--- config.mk ---
export PLATFORM = sky130hd
export DESIGN_NAME = rm_addr_unit
export DESIGN_NICKNAME = d
export VERILOG_FILES = /design/src/rtl/rm_addr_pkg.sv /design/src/rtl/rm_span_check.sv /design/src/rtl/rm_fault_sel.sv /design/src/rtl/rm_lin_form.sv /design/src/rtl/rm_addr_unit.sv
export SDC_FILE = /design/constraint.sdc
export NUM_CORES = 1
export LEC_CHECK = 0
export BUFFER_PORTS_ARGS = -buffer_cell sky130_fd_sc_hd__buf_4
export CORE_AREA = 2 2 82 84
export CTS_BUF_LIST = sky130_fd_sc_hd__clkbuf_4 sky130_fd_sc_hd__clkbuf_8
export CTS_CLUSTER_DIAMETER = 80
export DETAILED_ROUTE_END_ITERATION = 12
export DIE_AREA = 0 0 84 86
export PLACE_DENSITY_LB_ADDON = 0.25
export RECOVER_POWER = 50
export SLEW_MARGIN = 20
export SYNTH_ARGS = -nofsm -noshare
export SYNTH_HDL_FRONTEND = slang
export SYNTH_SLANG_ARGS = --single-unit
--- constraint.sdc ---
create_clock -name clk -period 2.98 [get_ports clk]
set_input_delay 0 -clock clk [delete_from_list [all_inputs] [get_ports clk]]
set_output_delay 0 -clock clk [all_outputs]
set_load 0.05 [all_outputs]
--- src/rtl/rm_addr_pkg.sv ---
package rm_addr_pkg;

   localparam logic [2:0] SEG_ES = 3'd0;
   localparam logic [2:0] SEG_CS = 3'd1;
   localparam logic [2:0] SEG_SS = 3'd2;
   localparam logic [2:0] SEG_DS = 3'd3;
   localparam logic [2:0] SEG_FS = 3'd4;
   localparam logic [2:0] SEG_GS = 3'd5;

   typedef enum logic [1:0] {
      ACC_DATA  = 2'd0,
      ACC_PUSH  = 2'd1,
      ACC_FETCH = 2'd2,
      ACC_SPARE = 2'd3
   } acc_kind_e;

   localparam int VEC_STACK = 12;
   localparam int VEC_GPROT = 13;

   // byte count of an access size code, at a caller-chosen width
   function automatic int size_bytes(input logic [1:0] code);
      case (code)
         2'd0:    return 1;
         2'd1:    return 2;
         default: return 4;
      endcase
   endfunction

endpackage

--- src/rtl/rm_span_check.sv ---
module rm_span_check
   import rm_addr_pkg::*;
#(
   parameter int OFF_W = 16
) (
   input  logic [OFF_W-1:0] offset,
   input  logic [1:0]       size_code,
   input  logic [1:0]       acc_kind,
   input  logic             compat,
   output logic [OFF_W-1:0] eff_off,
   output logic             span_fault
);
   localparam int XW = OFF_W + 1;

   logic [XW-1:0] nbytes;
   logic [XW-1:0] ext_off;
   logic [XW-1:0] dec_off;
   logic [XW-1:0] last_byte;
   logic          is_push;

   always_comb begin
      nbytes    = XW'(size_bytes(size_code));
      ext_off   = {1'b0, offset};
      dec_off   = ext_off - nbytes;
      last_byte = ext_off + nbytes - XW'(1);
      is_push   = (acc_kind == ACC_PUSH);
   end

   always_comb begin
      if (is_push) begin
         eff_off    = dec_off[OFF_W-1:0];
         span_fault = !compat && dec_off[OFF_W];
      end else begin
         eff_off    = offset;
         span_fault = !compat && last_byte[OFF_W];
      end
   end

endmodule

--- src/rtl/rm_fault_sel.sv ---
module rm_fault_sel
   import rm_addr_pkg::*;
#(
   parameter int VEC_W = 8
) (
   input  logic [2:0]       seg_sel,
   input  logic [1:0]       acc_kind,
   output logic [VEC_W-1:0] vec
);
   always_comb begin
      case (acc_kind)
         ACC_PUSH:  vec = VEC_W'(VEC_STACK);
         ACC_FETCH: vec = VEC_W'(VEC_GPROT);
         default:   vec = (seg_sel == SEG_SS) ? VEC_W'(VEC_STACK)
                                              : VEC_W'(VEC_GPROT);
      endcase
   end

endmodule

--- src/rtl/rm_lin_form.sv ---
module rm_lin_form #(
   parameter int OFF_W     = 16,
   parameter int SEG_SHIFT = 4,
   parameter int LIN_W     = OFF_W + SEG_SHIFT + 1
) (
   input  logic [OFF_W-1:0] seg_base,
   input  logic [OFF_W-1:0] eff_off,
   input  logic             compat,
   output logic [LIN_W-1:0] lin
);
   logic [LIN_W-1:0] sum;

   always_comb begin
      sum = LIN_W'({seg_base, {SEG_SHIFT{1'b0}}}) + LIN_W'(eff_off);
      lin = compat ? {1'b0, sum[LIN_W-2:0]} : sum;
   end

endmodule

--- src/rtl/rm_addr_unit.sv ---
module rm_addr_unit
   import rm_addr_pkg::*;
#(
   parameter int OFF_W     = 16,
   parameter int SEG_SHIFT = 4,
   parameter int VEC_W     = 8,
   parameter bit OUT_REG   = 1'b1,
   localparam int LIN_W    = OFF_W + SEG_SHIFT + 1
) (
   input  logic             clk,
   input  logic             rst_n,
   input  logic             req_valid,
   input  logic [2:0]       seg_sel,
   input  logic [OFF_W-1:0] seg_base,
   input  logic [OFF_W-1:0] offset,
   input  logic [1:0]       size_code,
   input  logic [1:0]       acc_kind,
   input  logic             compat,
   output logic             mem_req,
   output logic [LIN_W-1:0] lin_addr,
   output logic [OFF_W-1:0] eff_off,
   output logic             fault,
   output logic [VEC_W-1:0] fault_vec
);
   if (OFF_W < 8) begin : g_bad_off
      $error("rm_addr_unit: OFF_W must be at least 8");
   end
   if (SEG_SHIFT < 1) begin : g_bad_shift
      $error("rm_addr_unit: SEG_SHIFT must be at least 1");
   end
   if (VEC_W < 4) begin : g_bad_vec
      $error("rm_addr_unit: VEC_W must hold vector 13");
   end

   logic [OFF_W-1:0] c_off;
   logic             c_span_fault;
   logic [VEC_W-1:0] c_vec;
   logic [LIN_W-1:0] c_lin;

   rm_span_check #(.OFF_W(OFF_W)) u_span (
      .offset     (offset),
      .size_code  (size_code),
      .acc_kind   (acc_kind),
      .compat     (compat),
      .eff_off    (c_off),
      .span_fault (c_span_fault)
   );

   rm_fault_sel #(.VEC_W(VEC_W)) u_vsel (
      .seg_sel  (seg_sel),
      .acc_kind (acc_kind),
      .vec      (c_vec)
   );

   rm_lin_form #(.OFF_W(OFF_W), .SEG_SHIFT(SEG_SHIFT), .LIN_W(LIN_W)) u_lin (
      .seg_base (seg_base),
      .eff_off  (c_off),
      .compat   (compat),
      .lin      (c_lin)
   );

   logic             n_req;
   logic             n_fault;
   logic [VEC_W-1:0] n_vec;
   logic [LIN_W-1:0] n_lin;
   logic [OFF_W-1:0] n_off;

   always_comb begin
      n_req   = req_valid && !c_span_fault;
      n_fault = req_valid && c_span_fault;
      n_vec   = n_fault ? c_vec : '0;
      n_lin   = n_req ? c_lin : '0;
      n_off   = n_req ? c_off : '0;
   end

   if (OUT_REG) begin : g_out_reg
      always_ff @(posedge clk) begin
         if (!rst_n) begin
            mem_req   <= 1'b0;
            fault     <= 1'b0;
            fault_vec <= '0;
            lin_addr  <= '0;
            eff_off   <= '0;
         end else begin
            mem_req   <= n_req;
            fault     <= n_fault;
            fault_vec <= n_vec;
            lin_addr  <= n_lin;
            eff_off   <= n_off;
         end
      end
   end else begin : g_out_comb
      always_comb begin
         mem_req   = n_req;
         fault     = n_fault;
         fault_vec = n_vec;
         lin_addr  = n_lin;
         eff_off   = n_off;
      end
   end

endmodule

==> qor.yml, run 1 <==
cts_root_buffer: "clkbuf_8"
worst_pin_slew_ns: 0.6247
critPathArrivalTime_ns: 3.07
dieArea_um2: 7224
viasPerCell: 5.098
synth_compound_area_share_pct: 16.79
async_flop_share_pct: 0
syn_area_um2: 2995
multi_input_area_um2: 2238
dr.max_layer_used: "met4"
placementRows: 29
first_pass_iters: 4
grt_max_degree: 35
maxSlewHeadroom_pct: 58.53
first_iter_violations: 90
die_height_um: 86
max_freq_mhz: 350.2
power_mw: 1.565
clock_path_buffers: 2
n_antenna_cell: 0
io_buffers: 84
fin_crit_sh_pct: 95.81
fp.dieW_um: 84
slew_viol_final: 0
setup_tns_ns: 0
synth_flop_cell: "dfxtp_1"
cts-buffers-inserted: 5
grt_overflow: 0
syn2layout_area_growth_pct: 39.06
crit_fanout: 3
ctsHoldBuffers: 0
ys_types: 61
grt_pass1_wl_mm: 11.76
htree_levels: 2
wl_mm: 7.258
powerDensity_nw_per_um2: 375.6
n_fill_cell: 528
cts_tree: "built"
seq_area_um2: 740.7
antenna_left: 0
final_cell_mix: "buf_4, ha_1, clkbuf_1"
drt-met1-wl_mm: 3.211
synth_cells: 348
yosys.area_share.simple_pct: 21.55
vdd_drop_max_mv: 0.2542
gp_congestion: 0.8226
grt_use_total_pct: 19.64
synth_fa_ha_area_share_pct: 22.64
synth_xor_area_share_pct: 6.140
layout_commonest_cell: "buf_4"
core-area_um2: 6277
cp-start-kind: "primary input"
p_leak_nw: 1.951
clk_pin_slew_ns: 0.07
finalCriticalPeriod_ns: 2.855
dp_hpwl_mm: 5.868
cp-end-kind: "flop"
yosysWarnings: 0
synth_mux_area_share_pct: 0
initial_core_util_pct: 47.72
required_ns: 3.20
hold_viol: 0
ios: 90
grt_pass1_vias: 2742
drive_above_1_share_pct: 30.46
syn_area_per_cell_um2: 8.607
numClockSinks: 37
setup_viol_count_final: 0
antenna_found_initial: 0
drv_cap: 0
crit_type: "primary input to flop"
ys_seq_elements: 37
outcome: "complete, no violations"
wl_met3_um: 275
drc: 0
yosysSeqAreaShare_pct: 24.73
wl_per_cell_um: 13.12
nets: 571
synth_top_family_by_area: "adder cells"
hp-class: "primary input to flop"
wl_met2_mm: 3.628
via_count: 2819
synth-edff-count: 0
## synthesized netlist by cell type (all sizes together) (3+ instances only)
master   instances  area (um2)
inv             35       131.4
and3             3       18.77
o21ai           10       50.05
dfxtp           37       740.7
nand2           22       82.58
nand3            9       45.04
xor2             3       26.28
nor3             9       45.04
a21oi           14       73.82
xnor2           18       157.7
a21o             5       37.54
buf             15       105.1
nor2b           21       131.4
ha              51       638.1
nor3b            6       45.04
nor2            32       122.6
a21boi           3       22.52
nor4             4       46.29
a211oi           4       40.03
a221o            3       30.03
a2111oi          3       46.30
o21bai           3       26.27
a31oi            6       43.79
## through the flow
step | cell area, um2 | hold WS, ns | util [%] | std cells | setup WS, ns
2_1_floorplan | 3020 | 0.1476 | - | 352 | 0.01914
3_3_place_gp | 3996 | 0.2936 | 63.66 | 543 | -0.1488
3_5_place_dp | 3996 | 0.2994 | 63.66 | 543 | -0.2654
4_1_cts | 4098 | 0.01082 | 65.28 | 551 | 0.01402
5_1_grt | 4165 | 0.02988 | 66.35 | 553 | -0.02482
6_report | 4165 | 0.01115 | 66.35 | 553 | 0.1249
## per-layer routing
metal	track usage, %	vias to the layer above
met4	7.038	0
met2	34.98	63
met1	24.00	1303
li1	-	1440
met5	0	-
met3	3.176	13
## area by class of cell
class,count,share of cell area (%)
Timing Repair Buffer,132,20.58
Clock inverter,1,0.1202
Clock buffer,7,2.313
Sequential cell,37,17.78
Multi-Input combinational cell,264,53.74
Inverter,35,3.154
Tap cell,77,2.313
## where the power goes
| group | switching [mW] | internal (mW) |
|---|---|---|
| Combinational | 0.390 | 0.263 |
| Clock | 0.170 | 0.209 |
| Sequential | 0.00821 | 0.525 |
| Total | 0.568 | 0.996 |
## worst paths after layout
path	from	end	slack (ns)	depth (start not counted)
worst max-delay path	offset[0]	lin_addr[19]	0.12	16
worst min-delay path	offset[0]	lin_addr[0]	0.01	3
## registers in the layout, indices dropped and copies added, names as in the netlist
| register | cells |
|---|---|
| mem_req | 1 |
| fault | 1 |
| eff_off | 12 |
| lin_addr | 21 |
| fault_vec | 2 |
## cells by family after synthesis
| group | count (synthesis) |
|---|---|
| buffers and inverters | 51 |
| XOR/XNOR | 21 |
| adder cells (fa/ha/maj) | 53 |
| other | 1 |
| flip-flops | 37 |
| AO/OA/AOI/OAI | 66 |
| AND/OR/NAND/NOR | 119 |
## worst max-delay path, stage by stage
cell and delay (ns):
buf_4 0.08, inv_1 0.07, ha_4 0.18, fa_2 0.39, o21bai_4 0.15, buf_4 0.14
nor2_1 0.06, xnor2_2 0.22, ha_2 0.21, buf_4 0.10, a21oi_1 0.08, nand4b_2 0.25
a2111oi_4 0.36, nor2_2 0.10, or4b_1 0.52, a31oi_1 0.16
## what timing repair did
item	4_1_cts	5_1_grt
endpoints found under the setup margin	0	8
setup buffers	0	2
gates resized for setup	0	34
Note: power is estimated with default switching activity, not from simulation.
==> inputs of run 2 (changes only) <==
--- a/config.mk
+++ b/config.mk
@@ -11,6 +11,7 @@
 export CTS_CLUSTER_DIAMETER = 80
 export DETAILED_ROUTE_END_ITERATION = 12
 export DIE_AREA = 0 0 84 86
+export HOLD_SLACK_MARGIN = 0.05
 export PLACE_DENSITY_LB_ADDON = 0.25
 export RECOVER_POWER = 50
 export SLEW_MARGIN = 20
==> qor.yml, run 2 (same netlist as run 1, synthesis figures left out) <==
htree_levels: 2
max_freq_mhz: 351.2
dp_hpwl_mm: 5.868
crit_fanout: 3
cpPeakStageDelay_ns: 0.52
post-route-cell-area_um2: 4215
crit_chain: "buf_4 -> inv_1 -> ha_4 -> fa_2 -> o21bai_4 -> buf_4 -> nor2_1 -> xnor2_2 -> ha_2 -> buf_4 -> a21oi_1 -> nand4b_2 -> a2111oi_4 -> nor2_2 -> or4b_1 -> a31oi_1"
numClockSinks: 37
drv_cap: 0
final_cell_mix: "buf_4, ha_1, clkbuf_1"
n_antenna_cell: 0
placementRows: 29
hp-class: "primary input to flop"
p_leak_nw: 1.975
hold_viol: 0
vdd_drop_max_mv: 0.2518
hold_depth: 4
placed_area_um2: 3996
worst_pin_slew_ns: 0.6202
clock_path_buffers: 2
antenna_found_initial: 0
largest_reg_flops: 21
grt_overflow: 0
clk_pin_slew_ns: 0.07
wl_mm: 7.401
drc: 0
net-switching-power_mw: 0.5704
seq_power_share_pct: 33.9
finalCoreUtilization_pct: 67.15
n_fill_cell: 528
grt_max_degree: 35
slew_viol_final: 0
cp-start-kind: "primary input"
top_register: "lin_addr"
dieArea_um2: 7224
grt_use_total_pct: 19.94
outcome: "complete, no violations"
layout_commonest_cell: "buf_4"
powerDensity_nw_per_um2: 372.6
finalCriticalPeriod_ns: 2.847
timing.hold.ws_ns: 0.05363
top_regs: "lin_addr: 21 flops, eff_off: 12 flops, fault_vec: 2 flops"
antenna_left: 0
grt_pass1_wl_mm: 11.94
intPower_mw: 1.000
syn2layout_area_growth_pct: 40.73
initial_core_util_pct: 47.72
via_count: 2867
swShare_pct: 36.32
gp_congestion: 0.8226
first_pass_iters: 4
required_ns: 3.20
critPathArrivalTime_ns: 3.07
fp.dieW_um: 84
crit_top_cell: "buf_4"
cts_tree: "built"
cts_root_buffer: "clkbuf_8"
first_iter_violations: 89
drive_above_1_share_pct: 30.15
wl_per_cell_um: 13.26
crit_type: "primary input to flop"
pwr-share-comb_pct: 41.9
fin_crit_sh_pct: 95.54
grt_pass1_vias: 2777
pwr-share-clk_pct: 24.2
maxSlewHeadroom_pct: 58.83
power_mw: 1.571
ios: 90
core-area_um2: 6277
cts-buffers-inserted: 5
nets: 576
viasPerCell: 5.138
setup_viol_count_final: 0
cp-end-kind: "flop"
crit_path_top_delay_cell: "or4b_1"
io_buffers: 84
die_height_um: 86
[run 2: final cells by class]
cell class / count / area, um2 / area share [%]
Tap cell: 77 / 96.34 / 2.286
Multi-Input combinational cell: 264 / 2238 / 53.10
Inverter: 35 / 131.4 / 3.117
Timing Repair Buffer: 137 / 907.1 / 21.52
Clock inverter: 1 / 5.005 / 0.1187
Sequential cell: 37 / 740.7 / 17.57
Clock buffer: 7 / 96.34 / 2.286
[run 2: path summary, 6_finish.rpt]
kind                          from            to  slack [ns]
worst max-delay path     offset[0]  lin_addr[19]        0.13
worst min-delay path  seg_base[14]  lin_addr[18]        0.05
[run 2: worst max-delay path: cells and delay by family]
| kind | cells | cell delay (ns) |
|---|---|---|
| buffers and inverters | 4 | 0.39 |
| adder cells (fa/ha/maj) | 3 | 0.78 |
| XOR/XNOR | 1 | 0.21 |
| AND/OR/NAND/NOR | 4 | 0.93 |
| AO/OA/AOI/OAI | 4 | 0.74 |
[run 2: routing by layer]
metal  vias up  GRT usage (%)  part of all wire, %
li1       1450              -                    -
met1      1322          24.22                   43
met2        82          35.85                   51
met3        13          3.080                  4.3
met4         0          7.038                  1.9
met5         -              0                    0
[run 2: power groups by stage]
stage | Combinational (mW) | Clock [mW] | Sequential [mW]
after floorplan | 0.305 | 0 | 0.652
after global placement | 0.621 | 0 | 0.545
after detailed placement | 0.635 | 0 | 0.545
after CTS | 0.644 | 0.386 | 0.534
after global routing | 0.717 | 0.408 | 0.536
final | 0.658 | 0.380 | 0.533
[run 2: timing repair]
item,CTS,global route
hold buffers,5,0
setup endpoints to repair,0,8
buffers inserted,0,2
endpoints found under the hold margin,4,0
gates resized for setup,0,34
[run 2: through the flow]
| step | setup TNS (ns) | setup WS, ns | cells |
|---|---|---|---|
| final | 0 | 0.1330 | 558 |
| after global routing | -0.02694 | -0.01515 | 558 |
| after CTS | 0 | 0.01643 | 556 |
| after detailed placement | -1.331 | -0.2654 | 543 |
| after global placement | -0.7432 | -0.1488 | 543 |
| after floorplan | 0 | 0.01914 | 352 |
==> inputs of run 3 (changes only) <==
--- a/config.mk
+++ b/config.mk
@@ -6,14 +6,15 @@
 export NUM_CORES = 1
 export LEC_CHECK = 0
 export BUFFER_PORTS_ARGS = -buffer_cell sky130_fd_sc_hd__buf_4
-export CORE_AREA = 2 2 82 84
+export CORE_AREA = 3 3 83 85
 export CTS_BUF_LIST = sky130_fd_sc_hd__clkbuf_4 sky130_fd_sc_hd__clkbuf_8
 export CTS_CLUSTER_DIAMETER = 80
 export DETAILED_ROUTE_END_ITERATION = 12
-export DIE_AREA = 0 0 84 86
+export DIE_AREA = 0 0 86 88
 export HOLD_SLACK_MARGIN = 0.05
 export PLACE_DENSITY_LB_ADDON = 0.25
 export RECOVER_POWER = 50
+export REMOVE_ABC_BUFFERS = 1
 export SLEW_MARGIN = 20
 export SYNTH_ARGS = -nofsm -noshare
 export SYNTH_HDL_FRONTEND = slang
==> qor.yml, run 3 (same netlist as run 1, synthesis figures left out) <==
io_buffers: 84
cp_num_cells: 15
gp_congestion: 0.9056
antenna_left: 0
crit_family: "compound AO/OA/AOI/OAI gates"
slew_viol_final: 0
crit_path_top_delay_cell: "or4b_1"
syn2layout_area_growth_pct: 43.90
viasPerCell: 5.086
vdd_drop_max_mv: 0.2682
grt_max_degree: 35
crit_type: "primary input to flop"
worst_pin_slew_ns: 0.6132
setup_tns_ns: 0
cts-buffers-inserted: 5
crit_chain: "buf_4 -> inv_1 -> nand2_2 -> ha_4 -> o21bai_4 -> a221oi_4 -> nand2_2 -> xnor2_4 -> ha_4 -> a21o_1 -> a21oi_4 -> a2111oi_4 -> nor2_2 -> or4b_1 -> a31oi_1"
hold_viol: 0
cts_root_buffer: "clkbuf_8"
dp_slack_ns: -0.3227
clk_pin_slew_ns: 0.07
n_antenna_cell: 0
clock_path_buffers: 2
via_count: 2884
multi_input_area_um2: 2262
ios: 90
max_freq_mhz: 345.0
drc: 0
grt_pass1_wl_mm: 11.85
crit_start: "size_code[1]"
drv_cap: 0
numClockSinks: 37
die_height_um: 88
crit_buf_inv: 2
maxSlewHeadroom_pct: 59.30
crit_end: "lin_addr[19]"
finalCoreUtilization_pct: 68.67
grt_overflow: 0
grt_use_total_pct: 19.33
intPower_mw: 0.9990
cp-end-kind: "flop"
outcome: "complete, no violations"
final_cell_mix: "buf_4, ha_1, clkbuf_1"
wl_per_cell_um: 14.08
htree_levels: 2
top_register: "lin_addr"
power_mw: 1.579
placementRows: 29
net-switching-power_mw: 0.5804
required_ns: 3.20
hp-class: "primary input to flop"
dieArea_um2: 7568
seq_area_um2: 740.7
setup_viol_count_final: 0
critPathArrivalTime_ns: 3.12
cts_tree: "built"
dp_hpwl_mm: 5.860
fin_crit_sh_pct: 97.26
finalCriticalPeriod_ns: 2.898
pwr-share-comb_pct: 43.2
pwr-share-clk_pct: 23.0
powerDensity_nw_per_um2: 366.4
fp.dieW_um: 86
antenna_found_initial: 0
seq_power_share_pct: 33.8
largest_reg_flops: 21
wl_mm: 7.981
cp-start-kind: "primary input"
swShare_pct: 36.75
fin_ws_ns: 0.08176
top_regs: "lin_addr: 21 flops, eff_off: 12 flops, fault_vec: 2 flops"
cpPeakStageDelay_ns: 0.51
nets: 586
layout_commonest_cell: "buf_4"
crit_fanout: 4
n_fill_cell: 502
core-area_um2: 6277
initial_core_util_pct: 47.72
p_leak_nw: 2.015
grt_pass1_vias: 2636
drive_above_1_share_pct: 30.82
first_pass_iters: 4
first_iter_violations: 107
[run 3: worst min path at each step]
stage	startpoint	end	slack, ns	depth (start not counted)
6_report	compat	lin_addr[20]	0.06	4
5_1_grt	offset[12]	eff_off[12]	0.08	3
4_1_cts	compat	lin_addr[20]	0.06	4
3_5_place_dp	offset[0]	lin_addr[0]	0.31	3
3_3_place_gp	offset[1]	lin_addr[1]	0.31	3
2_1_floorplan	offset[3]	lin_addr[3]	0.15	2
[run 3: cell type report]
cell class                      instances  area share, %
Clock buffer                            7          2.090
Inverter                               35          3.048
Multi-Input combinational cell        264          52.48
Sequential cell                        37          17.18
Tap cell                               77          2.235
Timing Repair Buffer                  147          22.96
[run 3: per-layer routing]
metal  global-route usage [%]  up-vias  share of wire [%]
met1                    25.24     1305                 44
met2                    32.59       87                 49
met5                        0        -                  0
met3                    3.104       21                4.8
met4                    6.187        0                2.6
li1                         -     1471                  -
[run 3: repair_timing]
| item | CTS | global route |
|---|---|---|
| pin swaps | 0 | 23 |
| endpoints found under the setup margin | 3 | 8 |
| resized for setup | 3 | 37 |
| endpoints found under the hold margin | 7 | 0 |
| hold buffers | 8 | 0 |
| buffers inserted | 0 | 6 |
[run 3: power groups by stage]
stage          Clock [mW]  Sequential [mW]  Combinational (mW)
3_3_place_gp            0            0.545               0.624
6_report            0.363            0.534               0.683
2_1_floorplan           0            0.665               0.277
3_5_place_dp            0            0.546               0.638
4_1_cts             0.365            0.535               0.651
5_1_grt             0.389            0.536               0.739
[run 3: tightest hold or removal path: stages]
cell and delay [ns]:
buf_4 0.09, inv_1 0.06, nand2_1 0.11, nor4_4 0.05
[run 3: stage by stage]
step / cell area (um2) / hold slack (ns) / std cells
6_report: 4310 / 0.06062 / 567
5_1_grt: 4310 / 0.08029 / 567
4_1_cts: 4190 / 0.06072 / 561
3_5_place_dp: 4009 / 0.3134 / 546
3_3_place_gp: 4009 / 0.3062 / 546
2_1_floorplan: 2902 / 0.1476 / 336
